[src/rtl/stc_pkg.sv]
package stc_pkg;
    localparam int unsigned CMP_W = 64;
    localparam int unsigned HALF_W = CMP_W / 2;
    localparam int unsigned ADDR_W = 12;
    localparam int unsigned NLVL = 2;

    localparam logic [ADDR_W-1:0] S_LO_ADDR = 12'h14D;
    localparam logic [ADDR_W-1:0] S_HI_ADDR = 12'h15D;
    localparam logic [ADDR_W-1:0] V_LO_ADDR = 12'h24D;
    localparam logic [ADDR_W-1:0] V_HI_ADDR = 12'h25D;

    localparam logic [ADDR_W-1:0] LO_ADDRS [NLVL] = '{S_LO_ADDR, V_LO_ADDR};
    localparam logic [ADDR_W-1:0] HI_ADDRS [NLVL] = '{S_HI_ADDR, V_HI_ADDR};

    typedef struct packed {
        logic [CMP_W-1:0] cmp;
    } cmp_state_t;

    typedef struct packed {
        logic pend;
    } pend_state_t;
endpackage

[src/rtl/stc_cmp_reg.sv]
module stc_cmp_reg
    import stc_pkg::*;
#(
    parameter logic [ADDR_W-1:0] LO_ADDR = 12'h14D,
    parameter logic [ADDR_W-1:0] HI_ADDR = 12'h15D
) (
    input  logic              clk,
    input  logic              rst_n,
    input  logic              rv32,
    input  logic              we,
    input  logic [ADDR_W-1:0] waddr,
    input  logic [CMP_W-1:0]  wdata,
    input  logic [ADDR_W-1:0] raddr,
    output logic [CMP_W-1:0]  rdata,
    output logic [CMP_W-1:0]  val
);
    cmp_state_t st_d, st_q;

    always_comb begin
        st_d = st_q;
        if (we && waddr == LO_ADDR) begin
            if (rv32) st_d.cmp[HALF_W-1:0] = wdata[HALF_W-1:0];
            else      st_d.cmp = wdata;
        end else if (we && rv32 && waddr == HI_ADDR) begin
            st_d.cmp[CMP_W-1:HALF_W] = wdata[HALF_W-1:0];
        end
    end

    always_ff @(posedge clk or negedge rst_n) begin
        if (!rst_n) st_q <= '{cmp: '1};
        else        st_q <= st_d;
    end

    always_comb begin
        rdata = '0;
        if (raddr == LO_ADDR) begin
            if (rv32) rdata[HALF_W-1:0] = st_q.cmp[HALF_W-1:0];
            else      rdata = st_q.cmp;
        end else if (raddr == HI_ADDR && rv32) begin
            rdata[HALF_W-1:0] = st_q.cmp[CMP_W-1:HALF_W];
        end
    end

    assign val = st_q.cmp;

    // a high-half write in 64-bit mode leaves the register untouched
    a_r9_hi_write_ignored: assert property (@(posedge clk) disable iff (!rst_n)
        (we && !rv32 && waddr == HI_ADDR) |=> $stable(val));

    // a low-half write in 32-bit mode keeps the upper half
    a_r1_lo_keeps_hi: assert property (@(posedge clk) disable iff (!rst_n)
        (we && rv32 && waddr == LO_ADDR) |=> (val[CMP_W-1:HALF_W] == $past(val[CMP_W-1:HALF_W])));
endmodule

[src/rtl/stc_pend.sv]
module stc_pend
    import stc_pkg::*;
#(
    parameter bit OR_SW = 1'b0
) (
    input  logic             clk,
    input  logic             rst_n,
    input  logic [CMP_W-1:0] cur,
    input  logic [CMP_W-1:0] cmp,
    input  logic             cmp_en,
    input  logic             sw_bit,
    output logic             pend
);
    pend_state_t st_d, st_q;
    logic        hit;

    always_comb begin
        hit = (cur >= cmp);
        if (cmp_en) st_d.pend = hit | (OR_SW & sw_bit);
        else        st_d.pend = sw_bit;
    end

    always_ff @(posedge clk or negedge rst_n) begin
        if (!rst_n) st_q <= '{pend: 1'b0};
        else        st_q <= st_d;
    end

    assign pend = st_q.pend;

    // with compare disabled the output tracks the software bit
    a_r6_sw_fallback: assert property (@(posedge clk) disable iff (!rst_n)
        !cmp_en |=> (pend == $past(sw_bit)));
endmodule

[src/rtl/stimer_cmp_unit.sv]
module stimer_cmp_unit
    import stc_pkg::*;
(
    input  logic              clk,
    input  logic              rst_n,
    input  logic              csr_we,
    input  logic [ADDR_W-1:0] csr_waddr,
    input  logic [CMP_W-1:0]  csr_wdata,
    input  logic [ADDR_W-1:0] csr_raddr,
    output logic [CMP_W-1:0]  csr_rdata,
    input  logic [CMP_W-1:0]  time_val,
    input  logic [CMP_W-1:0]  time_delta,
    input  logic              sw_s_pend,
    input  logic              sw_vs_pend,
    input  logic              m_en,
    input  logic              h_en,
    input  logic              rv32,
    output logic              h_en_eff,
    output logic              s_pend,
    output logic              vs_pend
);
    logic [CMP_W-1:0] cmp_val [NLVL];
    logic [CMP_W-1:0] rd_part [NLVL];
    logic [CMP_W-1:0] cur_time [NLVL];
    logic             lvl_en [NLVL];
    logic             lvl_sw [NLVL];
    logic             lvl_pend [NLVL];

    assign h_en_eff = m_en & h_en;

    assign cur_time[0] = time_val;
    assign cur_time[1] = time_val + time_delta;
    assign lvl_en[0]   = m_en;
    assign lvl_en[1]   = h_en_eff;
    assign lvl_sw[0]   = sw_s_pend;
    assign lvl_sw[1]   = sw_vs_pend;

    for (genvar gi = 0; gi < NLVL; gi++) begin : g_lvl
        stc_cmp_reg #(
            .LO_ADDR(LO_ADDRS[gi]),
            .HI_ADDR(HI_ADDRS[gi])
        ) i_reg (
            .clk  (clk),
            .rst_n(rst_n),
            .rv32 (rv32),
            .we   (csr_we),
            .waddr(csr_waddr),
            .wdata(csr_wdata),
            .raddr(csr_raddr),
            .rdata(rd_part[gi]),
            .val  (cmp_val[gi])
        );

        stc_pend #(
            .OR_SW(gi == 1)
        ) i_pend (
            .clk   (clk),
            .rst_n (rst_n),
            .cur   (cur_time[gi]),
            .cmp   (cmp_val[gi]),
            .cmp_en(lvl_en[gi]),
            .sw_bit(lvl_sw[gi]),
            .pend  (lvl_pend[gi])
        );
    end

    always_comb begin
        csr_rdata = '0;
        for (int i = 0; i < NLVL; i++) csr_rdata |= rd_part[i];
    end

    assign s_pend  = lvl_pend[0];
    assign vs_pend = lvl_pend[1];

    // comparator result shows up one edge later
    a_r3_s_hit: assert property (@(posedge clk) disable iff (!rst_n)
        (m_en && time_val >= cmp_val[0]) |=> s_pend);
    a_r3_s_miss: assert property (@(posedge clk) disable iff (!rst_n)
        (m_en && time_val < cmp_val[0]) |=> !s_pend);

    // software virtual bit always forces the virtual pending output
    a_r5_sw_or: assert property (@(posedge clk) disable iff (!rst_n)
        sw_vs_pend |=> vs_pend);

    // virtual level disabled while machine level enabled
    a_r7_vs_sw_only: assert property (@(posedge clk) disable iff (!rst_n)
        (m_en && !h_en) |=> (vs_pend == $past(sw_vs_pend)));
endmodule

[config.mk]
export PLATFORM = sky130hd
export DESIGN_NAME = stimer_cmp_unit
export DESIGN_NICKNAME = d
export VERILOG_FILES = /design/src/rtl/stc_pkg.sv /design/src/rtl/stc_cmp_reg.sv /design/src/rtl/stc_pend.sv /design/src/rtl/stimer_cmp_unit.sv
export SDC_FILE = /design/constraint.sdc
export NUM_CORES = 1
export LEC_CHECK = 0
export BUFFER_PORTS_ARGS = -buffer_cell sky130_fd_sc_hd__buf_2
export CAP_MARGIN = 20
export CORE_UTILIZATION = 38
export DETAILED_ROUTE_END_ITERATION = 10
export GPL_TIMING_DRIVEN = 0
export REMOVE_ABC_BUFFERS = 1
export SETUP_SLACK_MARGIN = 0.1
export SLEW_MARGIN = 10
export SYNTH_ARGS = -nofsm -noshare
export SYNTH_HDL_FRONTEND = slang
export SYNTH_SLANG_ARGS = --single-unit
export TNS_END_PERCENT = 30
[constraint.sdc]
create_clock -name clk -period 2.4 [get_ports clk]
set_input_delay 0.24 -clock clk [delete_from_list [all_inputs] [get_ports clk]]
set_output_delay 0.24 -clock clk [all_outputs]
set_load 0.02 [all_outputs]
# Word-level counts from Yosys, hierarchy flattened
# Index checks and enable logic that the tools add are counted.
# word_totals
word_cells	48
in_bits	224
regBits	130
# classes
magnitude_cmp	2
n_addsub	1
reduce_logical	11
eq_ne	10
bitwise	3
muxes	15
# ops
cell	count
32-bit two-way mux	13
64-bit greater-or-equal comparator	2
64-bit adder	1
64-bit bitwise OR	1
12-bit by 10-bit == test with 1-bit output, second input constant	4
12-bit by 9-bit == test with 1-bit output, second input constant	4
1-bit logical AND	7
2-bit inequality test, second input constant	2
2-bit AND reduction	2
2-bit nonzero test	2
1-bit two-way mux	2
1-bit AND	1
1-bit bitwise OR	1

# Longest topological paths before layout
# depth
ltp_word	5
mapped_depth	21
depth_no_buf	21

# Cells and area by module
# From an unflattened synthesis, not the netlist that was laid out.
# hier_totals
cells_unflattened	1696
area_unflattened_um2	14533.9
# modules_own_cells
module	cells_per_inst	instances	area_each_um2
stc_cmp_reg	332	2	3657.3
stimer_cmp_unit	579	1	3882.5
stc_pend at g_lvl[0].i_pend	230	1	1697.9
stc_pend at g_lvl[1].i_pend	223	1	1639.1

# Worst setup path after synthesis
# Ideal clock, no wire load.
# synth_path
path_type	input to register
from	input port time_val[0]
to	register g_lvl[1].i_pend.st_q
setup_slack_ps	-1607
setup_time_ps	82
t_required_ps	2318
path_stages	21
arrival_ps	3924
path_cell_list	ha_1 -> inv_1 -> fa_1 -> nand2b_1 -> a21oi_2 -> o211ai_1 -> o211a_1 -> o41a_1 -> nor2_4 -> nand2_1 -> o31a_1 -> xnor2_1 -> ha_1 -> nand4_1 -> nor4_1 -> o21ai_0 -> o211ai_1 -> a21oi_1 -> o221ai_1 -> a221oi_1 -> o22ai_1
# synth_between
elab_chain_cells	4
# synth_lines
element	line	source
from (decl)	stimer_cmp_unit.sv:11	input logic [CMP_W-1:0] time_val,
64-bit adder	stimer_cmp_unit.sv:32	assign cur_time[1] = time_val + time_delta;
64-bit greater-or-equal comparator	stc_pend.sv:18	hit = (cur >= cmp);
1-bit bitwise OR	stc_pend.sv:19	if (cmp_en) st_d.pend = hit | (OR_SW & sw_bit);
1-bit two-way mux	stc_pend.sv:19	
via g_lvl[1].i_pend.st_d	stc_pend.sv:14	pend_state_t st_d, st_q;
to (signal assigned)	stc_pend.sv:24	if (!rst_n) st_q <= '{pend: 1'b0};
to (signal assigned)	stc_pend.sv:25	else st_q <= st_d;
to (decl)	stc_pend.sv:14	
# The timed path passes the listed nets, and every way through them passes these cells.
# A chain may end at the register's enable or synchronous reset.

# Worst setup path after layout
# layout_path
from	input port time_delta[0]
to	register g_lvl[1].i_pend.st_q
# layout_between
elab_chain_cells	4
# layout_lines
element	line	source
from (decl)	stimer_cmp_unit.sv:12	input logic [CMP_W-1:0] time_delta,
64-bit adder	stimer_cmp_unit.sv:32	
64-bit greater-or-equal comparator	stc_pend.sv:18	
1-bit bitwise OR	stc_pend.sv:19	
1-bit two-way mux	stc_pend.sv:19	
via g_lvl[1].i_pend.st_d	stc_pend.sv:14	
# The timed path passes the listed nets, and every way through them passes these cells.

==> flow_metrics.tcl <==
set metrics [dict create \
    status "complete, but fails checks" \
    failed_checks "setup timing" \
    dieArea_um2 35550 \
    grt_pass1_wl_um 73040 \
    crit_chain "buf_6 -> ha_4 -> inv_2 -> fa_2 -> nand2b_4 -> a21oi_4 -> o211ai_1 -> o211a_1 -> buf_4 -> o31a_1 -> o21ai_1 -> a21oi_1 -> xnor2_1 -> ha_1 -> a21o_1 -> a21oi_1 -> o21ai_0 -> a21oi_2 -> o221ai_2 -> a221oi_2 -> o22ai_1" \
    max-cap-violations 0 \
    slew_violations 0 \
    synth_cell_type_count 68 \
    io_pins 291 \
    dp_hpwl_um 37690 \
    finalNonFillerCells 2351 \
    rsz0062_at_grt "yes" \
    fin_crit_ps 3974 \
    initial_core_util_pct 39.05 \
    port-buffer-count 290 \
    place.gp.congestion 0.9084 \
    cpMostUsedCell "a21oi_1" \
    fin_tns_setup_ps -2038 \
    clockPowerShare_pct 35.1 \
    htreeDepth 4 \
    layout_setup_ws_ps -1574 \
    drc_errors 0 \
    r2r_cells 11 \
    grt_overflow_total 0 \
    first_iter_violations 850 \
    die_x_um 188.5 \
    nNetsFinal 2299 \
    grt_pass1_vias 12818 \
    nFillCells 3282 \
    synth_area_per_cell_um2 8.249 \
    power_density_nw_per_um2 401.8 \
    worstPathRequired_ps 2660 \
    cp-end-kind "flop" \
    clock.fmax_ghz 0.2516 \
    final_cell_mix "buf_2, ha_1, nand2_1, o21ai_0, inv_1" \
    p_int_mw 4.499 \
    synth-seq-area-share_pct 25.81 \
    final_common_cell "buf_2" \
    routed_wirelength_um 48270 \
    grt_start_max_net_pins 89 \
    hold_viol 0 \
    dr.pass1.iters 7 \
    hp-class "in -> async" \
    grt_usage_pct 26.41 \
    syn_inst 1603 \
    reg2reg_to "g_lvl[1].i_pend.pend" \
    ys.warnings.count 0 \
    clock_skew_ps 6.463 \
    fin_util_pct 50.52 \
    synth_edf_count 0 \
    synth_top_flop_cell "dfstp_2" \
    placementRows 67 \
    synth_seq_cells 130 \
    route.antenna.remaining_nets 0 \
    slowest_stage "fa_2" \
    reg2reg_slack_ps -890 \
    worstMarginPinSlew_ps 667.3 \
    syn2layout_area_growth_pct 29.39 \
    switching_share_pct 34.57 \
    cp_max_fo 3 \
    crit_path_max_incr_delay_ps 350 \
    worstSetupEndpoint "g_lvl[1].i_pend.pend" \
    vias 13151 \
    clk_latency_ps 430 \
    crit_arrival_ps 4240 \
    placed_cell_area_um2 15330 \
    cellLeakagePower_nw 7.817 \
    cts.sinks 130 \
    layout-drive-gt1-share_pct 31.86 \
    setup_viol 2 \
    routedWlPerCell_um 20.53 \
    syn-cell-area_um2 13220 \
    clockBufferDepth 2 \
    coreArea_um2 33870 \
    stdcell_area_um2 17110 \
    r2r_start "g_lvl[1].i_reg.val[0]" \
    power_switching_mw 2.377 \
    cts_tree "yes" \
    clockRootBuffer "clkbuf_16" \
    maxSlewHeadroom_pct 55.10 \
    seqPwrFrac_pct 32.6 \
    hold_slack_ps 59.15 \
    comb_power_share_pct 32.3 \
    peakVddDrop_uv 463.3 \
    async_flop_share_pct 100.0 \
    fp.dieH_um 188.5 \
    critPathKind "in -> reg" \
    startpoint "time_delta[0]" \
    viasPerCell 5.594 \
    dp_cells 2281 \
    cts_buffers 17 \
    path_clk_slew_ps 60 \
    period_share_pct 165.6 \
    antenna_found_initial 7 \
    startpoint_type "input port" \
]
what timing repair did:
item / CTS / global route
hold buffers: 0 / 0
gates resized for setup: 82 / 115
pin swaps: 57 / 63
setup buffers: 18 / 7
gates cloned: 2 / 6
setup endpoints to repair: 61 / 66
worst min path at each step:
stage	slack [ps]	startpoint	end
2_1_floorplan	-60	rst_n	g_lvl[0].i_pend.pend
3_3_place_gp	480	g_lvl[0].i_reg.val[49]	g_lvl[0].i_reg.val[49]
6_report	60	rst_n	g_lvl[1].i_reg.val[5]
4_1_cts	50	rst_n	g_lvl[0].i_reg.val[1]
3_5_place_dp	490	g_lvl[0].i_reg.val[49]	g_lvl[0].i_reg.val[49]
5_1_grt	70	csr_wdata[23]	g_lvl[1].i_reg.val[23]
metal layers:
layer / share of wire (%) / up-vias / global-route usage (%)
met5: 0 / - / 0
li1: - / 6385 / -
met3: 4.2 / 63 / 2.365
met2: 46 / 371 / 42.62
met4: 2.6 / 0 / 8.685
met1: 47 / 6332 / 36.97
synth_stat cells, types with 4 or more instances:
master | count | area share (%)
o2111ai_1 | 6 | 0.40
nand3_1 | 18 | 0.68
a22oi_1 | 32 | 1.8
nand3b_1 | 5 | 0.28
xnor2_1 | 38 | 2.5
nand4_1 | 38 | 1.8
o21ai_0 | 176 | 6.7
nor2_1 | 72 | 2.0
o21bai_1 | 12 | 0.68
xor2_1 | 23 | 1.5
o221ai_1 | 4 | 0.26
dfstp_2 | 128 | 25
a21o_1 | 76 | 4.3
nand2_1 | 180 | 5.1
nand2b_1 | 6 | 0.28
or2_2 | 5 | 0.24
ha_1 | 191 | 18
and4_1 | 4 | 0.26
and2_1 | 5 | 0.24
clkbuf_1 | 65 | 1.8
mux2i_1 | 65 | 4.9
a22o_1 | 32 | 2.1
nor2b_1 | 8 | 0.38
a221o_1 | 34 | 2.6
o211ai_1 | 14 | 0.79
or3_1 | 4 | 0.19
a31oi_1 | 8 | 0.38
and3_1 | 6 | 0.28
o21a_1 | 6 | 0.34
a221oi_1 | 5 | 0.33
o21ai_1 | 6 | 0.23
buf_1 | 7 | 0.20
nor4_1 | 5 | 0.24
inv_1 | 156 | 4.4
a21oi_1 | 107 | 4.0
nor3_1 | 8 | 0.30
metrics by stage:
step | power, mW | worst slack, ps
floorplan | 3.573 | -2781
global placement | 4.252 | -5179
detailed placement | 4.295 | -3067
CTS | 6.819 | -1562
global route | 7.221 | -1738
finish | 6.875 | -1574
registers in the layout, summed over array words and instances (netlist names):
signal and count:
g_lvl.i_reg.val 128, g_lvl.i_pend.pend 2
area by class of cell:
cell class              instances  area (um2)  share of cell area (%)
diodes                          7       17.52                  0.1024
clock buffers                  18       429.2                   2.508
clock inverters                14       106.4                  0.6216
inverters                     157       589.3                   3.444
multi-input cells            1241        9515                   55.61
flip-flops and latches        130        3413                   19.95
well taps                     448       560.5                   3.276
repair buffers                336        2479                   14.49
worst max-delay path: cells and delay by family:
kind	cells	cell delay, ps
AND/OR/NAND/NOR	1	160
XOR/XNOR	1	140
adder cells (fa/ha/maj)	3	800
AO/OA/AOI/OAI	13	2610
buffers and inverters	3	280
power groups by stage:
stage | clock [mW] | combinational [mW] | sequential, mW
after global routing | 2.52 | 2.46 | 2.25
after CTS | 2.44 | 2.13 | 2.24
after global placement | 0 | 1.98 | 2.27
after detailed placement | 0 | 2.02 | 2.27
final | 2.41 | 2.22 | 2.24
after floorplan | 0 | 1.30 | 2.28
kinds of logic (layout without fill, tap and decap cells):
logic type / count (synthesis) / after routing / synth area share, %
AO/OA/AOI/OAI: 549 / 549 / 27.37
AND/OR/NAND/NOR: 372 / 372 / 12.85
buffers and inverters: 232 / 525 / 6.614
adder cells (fa/ha/maj): 192 / 192 / 18.22
flip-flops: 130 / 130 / 25.81
multiplexers: 67 / 67 / 5.090
XOR/XNOR: 61 / 61 / 4.040
other: 0 / 7 / 0
No activity file was read; power rests on OpenSTA's default activity.
